### config.mk
export PLATFORM = sky130hd
export DESIGN_NAME = dbgc_top
export DESIGN_NICKNAME = d
export VERILOG_FILES = /design/src/rtl/dbgc_pkg.sv /design/src/rtl/dbgc_rx.sv /design/src/rtl/dbgc_decode.sv /design/src/rtl/dbgc_nibreg.sv /design/src/rtl/dbgc_top.sv
export SDC_FILE = /design/constraint.sdc
export NUM_CORES = 1
export LEC_CHECK = 0
export ABC_AREA = 1
export BUFFER_PORTS_ARGS = -buffer_cell sky130_fd_sc_hd__buf_2
export CAP_MARGIN = 20
export CORE_ASPECT_RATIO = 0.9
export CORE_MARGIN = 2
export CORE_UTILIZATION = 44
export DETAILED_ROUTE_END_ITERATION = 10
export GPL_ROUTABILITY_DRIVEN = 1
export PLACE_DENSITY = 0.62
export SYNTH_ARGS = -nofsm -noshare
export SYNTH_HDL_FRONTEND = slang
export SYNTH_SLANG_ARGS = --single-unit
### constraint.sdc
create_clock -name clk -period 3.05 [get_ports clk]
set_input_delay 0.305 -clock clk [delete_from_list [all_inputs] [get_ports clk]]
set_output_delay 0.305 -clock clk [all_outputs]
set_load 0.05 [all_outputs]
### src/rtl/dbgc_pkg.sv
package dbgc_pkg;
  localparam int NCMD = 14;

  typedef enum logic [3:0] {
    C_RDX = 4'd0, C_RDY = 4'd1, C_RDP = 4'd2,
    C_WRX = 4'd3, C_WRY = 4'd4, C_WRP = 4'd5,
    C_INS = 4'd6, C_ADR = 4'd7, C_RUN = 4'd8,
    C_STP = 4'd9, C_HLT = 4'd10, C_BKW = 4'd11,
    C_BKG = 4'd12, C_REL = 4'd13
  } cmd_e;

  typedef enum logic [1:0] {
    TGT_NONE  = 2'd0,
    TGT_INSTR = 2'd1,
    TGT_ADDR  = 2'd2,
    TGT_BANK  = 2'd3
  } tgt_e;
endpackage

### src/rtl/dbgc_rx.sv
module dbgc_rx #(
  parameter int DIV = 833
) (
  input  logic       clk,
  input  logic       rst_n,
  input  logic       rxd,
  output logic       byte_vld,
  output logic [7:0] byte_dat
);
  localparam int CW   = $clog2(DIV + 1);
  localparam int HALF = DIV / 2;

  typedef enum logic [1:0] {S_IDLE, S_START, S_DATA, S_STOP} st_e;

  st_e          st;
  logic [CW-1:0] cnt;
  logic [2:0]   bitn;
  logic [7:0]   shreg;
  logic         rx_m, rx_s;

  always_ff @(posedge clk or negedge rst_n) begin
    if (!rst_n) begin
      rx_m     <= 1'b1;
      rx_s     <= 1'b1;
      st       <= S_IDLE;
      cnt      <= '0;
      bitn     <= '0;
      shreg    <= '0;
      byte_vld <= 1'b0;
      byte_dat <= '0;
    end else begin
      rx_m     <= rxd;
      rx_s     <= rx_m;
      byte_vld <= 1'b0;
      case (st)
        S_IDLE: begin
          cnt <= '0;
          if (!rx_s) st <= S_START;
        end
        S_START: begin
          if (cnt == CW'(HALF - 1)) begin
            cnt  <= '0;
            bitn <= '0;
            st   <= rx_s ? S_IDLE : S_DATA;
          end else begin
            cnt <= cnt + 1'b1;
          end
        end
        S_DATA: begin
          if (cnt == CW'(DIV - 1)) begin
            cnt   <= '0;
            shreg <= {rx_s, shreg[7:1]};
            if (bitn == 3'd7) st <= S_STOP;
            else bitn <= bitn + 1'b1;
          end else begin
            cnt <= cnt + 1'b1;
          end
        end
        default: begin
          if (cnt == CW'(DIV - 1)) begin
            cnt <= '0;
            st  <= S_IDLE;
            if (rx_s) begin
              byte_vld <= 1'b1;
              byte_dat <= shreg;
            end
          end else begin
            cnt <= cnt + 1'b1;
          end
        end
      endcase
    end
  end
endmodule

### src/rtl/dbgc_decode.sv
module dbgc_decode
  import dbgc_pkg::*;
(
  input  logic            clk,
  input  logic            rst_n,
  input  logic            byte_vld,
  input  logic [7:0]      byte_dat,
  output logic [NCMD-1:0] cmd_pulse,
  output logic            hex_vld,
  output logic [3:0]      hex_nib,
  output logic            eod
);
  logic [NCMD-1:0] c_cmd;
  logic            c_hex, c_eod;
  logic [3:0]      c_nib;

  always_comb begin
    c_cmd = '0;
    c_hex = 1'b0;
    c_eod = 1'b0;
    c_nib = '0;
    if (byte_dat >= "0" && byte_dat <= "9") begin
      c_hex = 1'b1;
      c_nib = byte_dat[3:0];
    end else if (byte_dat >= "A" && byte_dat <= "F") begin
      c_hex = 1'b1;
      c_nib = byte_dat[3:0] + 4'd9;
    end else begin
      case (byte_dat)
        "x":   c_cmd[C_RDX] = 1'b1;
        "y":   c_cmd[C_RDY] = 1'b1;
        "p":   c_cmd[C_RDP] = 1'b1;
        "X":   c_cmd[C_WRX] = 1'b1;
        "Y":   c_cmd[C_WRY] = 1'b1;
        "P":   c_cmd[C_WRP] = 1'b1;
        "I":   c_cmd[C_INS] = 1'b1;
        "M":   c_cmd[C_ADR] = 1'b1;
        "R":   c_cmd[C_RUN] = 1'b1;
        "r":   c_cmd[C_STP] = 1'b1;
        "S":   c_cmd[C_HLT] = 1'b1;
        "W":   c_cmd[C_BKW] = 1'b1;
        "G":   c_cmd[C_BKG] = 1'b1;
        "g":   c_cmd[C_REL] = 1'b1;
        8'h3B: c_eod = 1'b1;
        8'h0D: c_eod = 1'b1;
        default: ;
      endcase
    end
  end

  always_ff @(posedge clk or negedge rst_n) begin
    if (!rst_n) begin
      cmd_pulse <= '0;
      hex_vld   <= 1'b0;
      hex_nib   <= '0;
      eod       <= 1'b0;
    end else begin
      cmd_pulse <= byte_vld ? c_cmd : '0;
      hex_vld   <= byte_vld & c_hex;
      eod       <= byte_vld & c_eod;
      if (byte_vld && c_hex) hex_nib <= c_nib;
    end
  end
endmodule

### src/rtl/dbgc_nibreg.sv
module dbgc_nibreg #(
  parameter int W = 6
) (
  input  logic         clk,
  input  logic         rst_n,
  input  logic         clr,
  input  logic         shift,
  input  logic [3:0]   nib,
  output logic [W-1:0] q
);
  logic [W+3:0] cat;
  assign cat = {q, nib};

  always_ff @(posedge clk or negedge rst_n) begin
    if (!rst_n)     q <= '0;
    else if (clr)   q <= '0;
    else if (shift) q <= cat[W-1:0];
  end
endmodule

### src/rtl/dbgc_top.sv
module dbgc_top
  import dbgc_pkg::*;
#(
  parameter int CLK_HZ = 48_000_000,
  parameter int BAUD   = 57_600,
  parameter int IW     = 6,
  parameter int AW     = 16
) (
  input  logic            clk,
  input  logic            rst_n,
  input  logic            rxd,
  output logic [NCMD-1:0] cmd_pulse,
  output logic            hex_vld,
  output logic [3:0]      hex_nib,
  output logic            eod,
  output logic [IW-1:0]   dbg_instr,
  output logic [AW-1:0]   mem_addr,
  output logic [2:0]      bank_sel
);
  localparam int DIV = CLK_HZ / BAUD;

  logic       byte_vld;
  logic [7:0] byte_dat;
  tgt_e       tgt;
  logic       any_cmd;

  dbgc_rx #(.DIV(DIV)) u_rx (
    .clk(clk), .rst_n(rst_n), .rxd(rxd),
    .byte_vld(byte_vld), .byte_dat(byte_dat)
  );

  dbgc_decode u_dec (
    .clk(clk), .rst_n(rst_n), .byte_vld(byte_vld), .byte_dat(byte_dat),
    .cmd_pulse(cmd_pulse), .hex_vld(hex_vld), .hex_nib(hex_nib), .eod(eod)
  );

  assign any_cmd = |cmd_pulse;

  always_ff @(posedge clk or negedge rst_n) begin
    if (!rst_n) begin
      tgt      <= TGT_NONE;
      bank_sel <= '0;
    end else if (any_cmd) begin
      if (cmd_pulse[C_INS])                           tgt <= TGT_INSTR;
      else if (cmd_pulse[C_ADR])                      tgt <= TGT_ADDR;
      else if (cmd_pulse[C_BKW] || cmd_pulse[C_BKG])  tgt <= TGT_BANK;
      else                                            tgt <= TGT_NONE;
    end else if (eod) begin
      tgt <= TGT_NONE;
    end else if (hex_vld && tgt == TGT_BANK) begin
      bank_sel <= hex_nib[2:0];
      tgt      <= TGT_NONE;
    end
  end

  dbgc_nibreg #(.W(IW)) u_instr (
    .clk(clk), .rst_n(rst_n), .clr(cmd_pulse[C_INS]),
    .shift(hex_vld && tgt == TGT_INSTR), .nib(hex_nib), .q(dbg_instr)
  );

  dbgc_nibreg #(.W(AW)) u_addr (
    .clk(clk), .rst_n(rst_n), .clr(cmd_pulse[C_ADR]),
    .shift(hex_vld && tgt == TGT_ADDR), .nib(hex_nib), .q(mem_addr)
  );
endmodule

**After elaboration in Yosys (flattened, before gate mapping)**

Index checks and enable logic that the tools add are counted.

- Flip-flop bits (word level): 81
- Output and inout bits: 45
- Logic and storage cells: 129

- Add/subtract/negate cells: 3
- $lt $le $gt $ge: 4
- Equality and inequality tests: 29
- Mux-type cells: 51
- Bitwise logic cells: 5
- Reduce and logical (&&, ||, !) cells: 21

Operators with widths:

| kind | number |
|---|---|
| == test 8 x 7 -> 1 bit, second input constant | 14 |
| 2-to-1 mux 14 bit | 3 |
| 2-to-1 mux 16 bit | 2 |
| 2-to-1 mux 2 bit | 12 |
| 2-to-1 mux 1 bit | 22 |
| 2-to-1 mux 10 bit | 2 |
| one-hot mux 10 bit (2 select lines) | 1 |
| OR reduction 14 bit | 1 |
| 2-to-1 mux 6 bit | 2 |
| adder 10 x 1 -> 10 bit, second input constant | 1 |
| == test 10 bit, second input constant | 1 |
| == test 10 x 9 -> 1 bit, second input constant | 1 |
| 2-to-1 mux 3 bit | 3 |
| == test 8 x 4 -> 1 bit, second input constant | 1 |
| == test 8 x 6 -> 1 bit, second input constant | 1 |
| greater-or-equal comparator 8 x 6 -> 1 bit, second input constant | 1 |
| greater-or-equal comparator 8 x 7 -> 1 bit, second input constant | 1 |
| less-or-equal comparator 8 x 6 -> 1 bit, second input constant | 1 |
| less-or-equal comparator 8 x 7 -> 1 bit, second input constant | 1 |
| 2-to-1 mux 4 bit | 2 |
| == test 2 bit, second input constant | 3 |
| logical AND 1 bit | 6 |
| != test 2 x 1 -> 1 bit, second input constant | 3 |
| one-hot mux 2 bit (3 select lines) | 1 |
| other kinds (18) | 27 |

**Logic depth before layout (Yosys ltp)**

Gate-level depths: netlist of run 1.

- Depth after elaboration: 6
- Depth in mapped cells: 9

**Hierarchy**

From an unflattened synthesis of run 1, not the netlist that was laid out.

- Cells, all modules: 443
- Area, all modules: 3,794.9 um2

By module, submodules not included:

| module | times used | cells each | area an instance (um2) |
|---|---|---|---|
| dbgc_rx | 1 | 193 | 1,614.0 |
| dbgc_decode | 1 | 110 | 973.4 |
| dbgc_nibreg at u_addr | 1 | 70 | 650.6 |
| dbgc_top | 1 | 44 | 316.6 |
| dbgc_nibreg at u_instr | 1 | 26 | 240.2 |

**Worst setup path after synthesis of run 1**

No wires, ideal clock.

- Path kind: register -> register
- Start point: register u_dec.hex_vld
- End point: register bank_sel[2]
- Library setup time: 0.127 ns
- Data arrival time: 1.272 ns
- Data required time: 2.923 ns
- Setup slack: 1.651 ns
- Stages on the path, launching flop included: 6
- Buffers on the path: 0
- Period minus slack after synthesis: 1.399 ns
- Path through: dfrtp_1 inv_1 nor3_1 nand4_1 nand2_1 o21ai_0

- Word-level cells in the longest chain between the ends: 2

Ends and longest elaborated chain:

| element | line | RTL |
|---|---|---|
| from (decl) | dbgc_decode.sv:9 | `output logic hex_vld,` |
| from (signal assigned) | dbgc_decode.sv:59 | `hex_vld <= byte_vld & c_hex;` |
| logical AND 1 bit | dbgc_top.sv:50 | `end else if (hex_vld && tgt == TGT_BANK) begin` |
| AND reduction 3 bit (no line) | n/a |  |
| to (signal assigned) | dbgc_top.sv:51 | `bank_sel <= hex_nib[2:0];` |
| to (decl) | dbgc_top.sv:18 | `output logic [2:0] bank_sel` |

Every way passes these cells.
A chain may end at the register's enable or synchronous reset.

**Worst setup path in the final report of run 1**

- Start point: register tgt[0]
- End point: register u_instr.q[0]

- Word-level cells in the longest chain between the ends: 3

Ends and longest elaborated chain:

| element | line | RTL |
|---|---|---|
| from (decl) | dbgc_top.sv:24 | `tgt_e tgt;` |
| from (signal assigned) | dbgc_top.sv:41 | `tgt <= TGT_NONE;` |
| from (signal assigned) | dbgc_top.sv:44 | `if (cmd_pulse[C_INS]) tgt <= TGT_INSTR;` |
| from (signal assigned) | dbgc_top.sv:45 | `else if (cmd_pulse[C_ADR]) tgt <= TGT_ADDR;` |
| == test 2 x 1 -> 1 bit | dbgc_top.sv:58 | `.shift(hex_vld && tgt == TGT_INSTR), .nib(hex_nib), .q(dbg_instr)` |
| logical AND 1 bit | dbgc_top.sv:58 |  |
| nonzero test 2 bit (no line) | n/a |  |
| to (signal assigned) | dbgc_nibreg.sv:17 | `else if (shift) q <= cat[W-1:0];` |
| to (decl) | dbgc_nibreg.sv:9 | `output logic [W-1:0] q` |

Every way passes these cells.

==> results of run 1 <==
power groups by stage:
stage / clock [W] / sequential [W] / combinational [W]
2_1_floorplan: 0 / 0.00110 / 0.000000294
3_3_place_gp: 0 / 0.00110 / 0.0000231
3_5_place_dp: 0 / 0.00110 / 0.0000231
4_1_cts: 0.000843 / 0.00108 / 0.0000231
5_1_grt: 0.000883 / 0.00108 / 0.0000321
6_report: 0.000816 / 0.00108 / 0.0000266
worst max-delay path, cell delays in order, from the launching register on:
cell and delay, ns:
dfrtp_1 0.37, inv_1 0.08, nor3_1 0.75, or2_2 0.25, o21ai_0 0.07
cell usage after synthesis (all sizes together):
master	instances	area, um2
nor3	11	55.1
nor4	1	6.26
o21ai	35	179
inv	58	218
clkbuf	1	3.75
nand3	30	170
nand3b	2	15.0
nand4	13	81.3
ha	9	113
xor2	5	43.8
or2	2	12.5
dfrtp	79	1980
dfstp	2	52.6
buf	6	43.8
nand2	91	359
o22ai	12	75.1
nor2	46	226
o211ai	1	7.51
xnor2	1	8.76
a21oi	7	46.3
per-layer routing:
layer	vias up	share of wire (%)	global-route usage [%]
met1	1318	49	23.5
li1	1444	-	-
met4	0	1.1	5.48
met5	-	0	0
met2	54	46	26.8
met3	8	3.5	3.79
logic make-up (layout without fill, tap and decap cells):
kind of cell               after synthesis  in the layout  share of synthesized area (%)
AOI/OAI and AO/OA                       55             55                           8.33
xor gates and xnor gates                 6              6                           1.42
adders and majority gates                9              9                           3.05
buffers and inverters                   65            123                           7.18
DFF                                     81             81                           54.9
and+or+nand+nor                        196            196                           25.1
through the flow:
step | util, % | setup WS (ns) | cells | power (W) | instance area, um2
5_1_grt | 52.5 | 1.18 | 569 | 0.00199 | 4250
6_report | 52.5 | 1.39 | 569 | 0.00192 | 4250
3_3_place_gp | 49.4 | 1.46 | 551 | 0.00112 | 4010
3_5_place_dp | 49.4 | 1.39 | 551 | 0.00112 | 4010
4_1_cts | 52.0 | 1.39 | 567 | 0.00194 | 4220
2_1_floorplan | - | 1.65 | 412 | 0.00110 | 3690
placed cells by master (no fill, tap or decap), types with 2 or more instances in the layout:
cell      synthesis  routed
o21ai_0          34      34
inv_6             0       3
nor2_1           38      38
inv_2             4       4
clkbuf_8          0       9
dfstp_2           2       2
buf_2             2      46
nor3_1           11      11
o22ai_1          12      12
nand2_1          86      86
nand4_1          13      13
nand3_1          26      26
nor2_2            3       3
nor2_4            4       4
nand2_2           4       4
inv_1            54      54
dfrtp_1          79      79
nand3b_1          2       2
nand3_2           4       4
xor2_1            5       5
a21oi_1           6       6
ha_1              9       9
area by class of cell:
| type | instances | area share [%] |
|---|---|---|
| Sequential cell | 81 | 47.7 |
| Multi-Input combinational cell | 266 | 32.9 |
| Timing Repair Buffer | 49 | 6.47 |
| Inverter | 58 | 5.12 |
| Clock buffer | 9 | 2.91 |
| Tap cell | 99 | 2.91 |
| Clock inverter | 7 | 1.97 |
worst paths after layout:
kind / from / to / cells past startpoint
max: tgt[0] / u_instr.q[0] / 4
min: rxd / u_rx.rx_m / 1
max reg2reg: tgt[0] / u_instr.q[0] / 4
min reg2reg: u_rx.rx_m / u_rx.rx_s / 0
max in group asynchronous: rst_n / u_rx.rx_s / 3
min in group asynchronous: rst_n / u_addr.q[13] / 2
repair_timing:
action                                 4_1_cts  5_1_grt
endpoints found under the hold margin        0       23
hold buffers                                 0        1
setup buffers                                0        0
registers in the layout, summed over array words and instances, names as in the netlist:
register / flops
u_rx.rx_m: 1
u_addr.q: 16
u_dec.eod: 1
u_rx.byte_dat: 8
u_dec.cmd_pulse: 14
u_rx.byte_vld: 1
u_instr.q: 6
u_rx.shreg: 8
u_rx.cnt: 10
u_rx.rx_s: 1
u_rx.st: 2
u_dec.hex_vld: 1
bank_sel: 3
tgt: 2
u_rx.bitn: 3
u_dec.hex_nib: 4
==> impl_metrics.yaml, run 1 <==
clocking:
  clk_pin_slew_ns: 0.10
  clockBufferDepth: 2
  post_cts_resize_count: 0
  cts_buffers: 9
  clock_latency_ns: 0.36
  cts_sinks: 81
  cts-root-buf: "clkbuf_8"
  cts_tree: "built"
  htreeDepth: 3
global_routing:
  grt_antenna_before_repair: 0
  first_global_vias: 2730
  track_usage_pct: 17.1
  grt_max_degree: 82
  gr-total-overflow: 0
  grt_pass1_wl_mm: 12.5
logic_synthesis:
  ys_warn_count: 0
  synth_cell_types: 32
  synthCells: 412
  synth-seq-cells: 81
  yosysSeqAreaShare_pct: 54.9
  syn_nets: 424
  syn_avg_cell_area_um2: 8.96
  synth_area_um2: 3690
power:
  power_frac_seq_pct: 56.1
  peakVddDrop_uv: 241
  sw_frac_of_total_pct: 23.1
  total_leakage_power_nw: 2.18
  p_per_area_nw_per_um2: 451
  comb_power_share_pct: 1.4
  internal_power_w: 0.00148
  pwr-share-clk_pct: 42.5
  switching_power_w: 0.000444
setup_path:
  start_kind: "register"
  crit_fanout: 11
  required_ns: 3.29
  end_kind: "register"
  arrival_ns: 1.89
  rrSetupSlack_ns: 1.39
  criticalPathCategory: "reg2reg"
die:
  num_io_pins: 48
  fp.coreArea_um2: 8110
  die_y_um: 90.9
  die-area_um2: 9140
  fp.dieW_um: 101
  start_util_pct: 45.6
  rows: 31
finish:
  layout.nets: 477
  area_growth_pct: 15.1
  num_antenna_cells: 0
  layout-drive-gt1-share_pct: 19.1
  area.sequential_um2: 2030
  fillers: 736
  multi_input_area_um2: 1400
sta:
  fin_setup_tns_ns: 0
  rsz0062_at_grt: "no"
  finalCriticalPeriod_ns: 1.66
  setup_viol: 0
  hold_violations: 0
  worst-slew-pin-transition_ns: 0.929
  finalMaxSlewViolations: 0
  slew_headroom_pct: 37.6
  fin_crit_sh_pct: 54.3
  holdWs_ns: 0.0474
  skew_ns: 0.0166
  max_freq_mhz: 604
placement:
  gp_congestion: 0.828
  hpwl_mm: 5.29
  portBuffers: 47
hold_path:
  hold_path_class: "in2reg"
drt:
  drc: 0
  viasPerCell: 4.96
  vias: 2824
  drtAntennaViolNets: 0
  firstDrtPassIters: 6
  wl_mm: 7.12
  drt_iter0_drc: 54
  wl_per_cell_um: 12.5
status:
  status: "completed"
flow_run:
  drv_cap: 0
(Power assumes the default switching activity.)
==> inputs of run 2 (changes only) <==
- PLACE_DENSITY: 0.62 -> 0.65
- clock period: 3.05 -> 1.48 ns (I/O delays scaled with it)
==> run 2 against run 1 <==
Net effect: the run now ends with negative setup slack left; non-clock buffer count increased by 35; combinational power increased by 130%; routed wire length increased by 18%; hold slack improved by 0.20 ns; register-to-register slack got worse by 1.4 ns; critical path type unchanged.
==> impl_metrics.yaml, run 2 (synthesized netlist as in run 1, its figures left out) <==
drt:
  drt_iter0_drc: 103
  firstDrtPassIters: 4
  viasPerCell: 5.12
  wl_per_cell_um: 13.9
  drtAntennaViolNets: 0
  vias: 3108
  wl_mm: 8.42
  drc: 0
flow_run:
  drv_cap: 0
sta:
  holdWs_ns: 0.251
  max_freq_mhz: 673
  fin_crit_sh_pct: 100
  skew_ns: 0.00991
  slew_headroom_pct: 74.6
  fin_setup_tns_ns: -0.00646
  setup_slack_ns: -0.00609
  finalCriticalPeriod_ns: 1.49
  worst-slew-pin-transition_ns: 0.381
  setup_viol: 2
  finalMaxSlewViolations: 0
  hold_violations: 0
  rsz0062_at_grt: "yes"
setup_path:
  regToRegEndpoint: "u_rx.shreg[0]"
  path_cells: "inv_2, ha_4, nand2_4, nor2_4, nand2_4, buf_4, nor2_4, nand2_1, nand2_1"
  crit_end: "u_rx.shreg[0]"
  crit_fanout: 6
  arrival_ns: 1.77
  rr_startpoint: "u_rx.cnt[1]"
  criticalPathCategory: "reg2reg"
  crit_slowest_cell: "dfrtp_1"
  cpPeakStageDelay_ns: 0.44
  cp-startpoint: "u_rx.cnt[1]"
  end_kind: "register"
  start_kind: "register"
  r2r_cells: 9
  rrSetupSlack_ns: -0.006
  required_ns: 1.77
finish:
  num_antenna_cells: 0
  largest_register_ffs: 16
  final_cell_mix: "nand2_1 (79), dfrtp_1 (75), inv_1 (47)"
  reg_top3: "u_addr.q: 16 flops, u_dec.cmd_pulse: 14 flops, u_rx.cnt: 10 flops"
  area_growth_pct: 28.0
  largest-register: "u_addr.q"
  layout-drive-gt1-share_pct: 30.7
  layout_commonest_cell: "nand2_1"
  layout.nets: 515
clocking:
  clock_latency_ns: 0.35
  htreeDepth: 3
  cts_sinks: 81
  cts_buffers: 9
  cts-root-buf: "clkbuf_8"
  clk_pin_slew_ns: 0.10
  clockBufferDepth: 2
  cts_tree: "built"
global_routing:
  first_global_vias: 2940
  track_usage_pct: 18.7
  grt_max_degree: 31
  grt_pass1_wl_mm: 13.7
  grt_antenna_before_repair: 0
  gr-total-overflow: 0
die:
  fp.coreArea_um2: 8110
  num_io_pins: 48
  rows: 31
  fp.dieW_um: 101
  die_y_um: 90.9
  start_util_pct: 45.6
  die-area_um2: 9140
status:
  violations: "negative setup slack"
  status: "complete, but fails checks"
placement:
  post-place-ws_ns: -0.0351
  hpwl_mm: 5.72
  gp_congestion: 0.911
  portBuffers: 47
hold_path:
  hold_path_class: "in2async"
power:
  p_per_area_nw_per_um2: 871
  total_leakage_power_nw: 2.40
  peakVddDrop_uv: 596
## run 2: changes by cell type in the layout (fill, tap and decap cells not counted), moves of 6 or more
| cell | previous run | this run |
|---|---|---|
| buf_4 | 1 | 32 |
| inv_1 | 54 | 47 |
| nand2_1 | 86 | 79 |
| nand2_4 | 1 | 8 |
| o21ai_0 | 34 | 26 |
| o21ai_1 | 0 | 6 |
## run 2: layout make-up
class | instances | area, um2
repair buffers | 84 | 553
clock buffers | 9 | 124
clock inverters | 7 | 105
flip-flops and latches | 81 | 2030
fillers | 716 | 3380
well taps | 99 | 124
multi-input cells | 269 | 1570
inverters | 58 | 224
## run 2: worst min path at each step
| stage | to | slack (ns) | cells after the start |
|---|---|---|---|
| 3_5_place_dp | u_addr.q[13] | 0.09 | 1 |
| 2_1_floorplan | bank_sel[0] | -0.15 | 0 |
| 5_1_grt | u_addr.q[13] | 0.28 | 2 |
| 4_1_cts | u_addr.q[13] | 0.24 | 2 |
| 6_report | u_addr.q[13] | 0.25 | 2 |
| 3_3_place_gp | u_addr.q[14] | 0.09 | 1 |
## run 2: routing by layer
metal / wire [um] / part of all wire [%] / global-route usage, % / up-vias
li1: - / - / - / 1514
met1: 3870 / 46 / 25.9 / 1506
met2: 4110 / 49 / 29.7 / 72
met3: 291 / 3.5 / 4.26 / 16
met4: 154 / 1.8 / 4.79 / 0
met5: 0 / 0 / 0 / -
## run 2: worst max-delay path: cells and delay by family (launching register included)
kind / cells / cell delay, ns
DFF: 1 / 0.44
and+or+nand+nor: 6 / 0.58
buffers and inverters: 2 / 0.27
adders and majority gates: 1 / 0.16
## run 2: stage by stage
step	std cells	total power, W	utilization (%)	area (um2)
floorplan	412	0.00226	-	3690
global placement	570	0.00232	51.5	4180
detailed placement	570	0.00232	51.5	4180
CTS	592	0.00419	55.2	4480
global route	607	0.00429	58.3	4730
finish	607	0.00412	58.3	4730
## run 2: what timing repair did
item | CTS | global route
hold endpoints to repair | 25 | 0
hold buffers | 2 | 0
pin swaps | 9 | 25
setup buffers | 1 | 15
resized for setup | 9 | 45
setup endpoints to repair | 17 | 40
gates cloned | 3 | 0
## run 2: report_power, final
part / switching, W / internal [W]
sequential: 0.00000175 / 0.00222
combinational: 0.0000451 / 0.0000170
clock: 0.000862 / 0.000980
total: 0.000909 / 0.00321
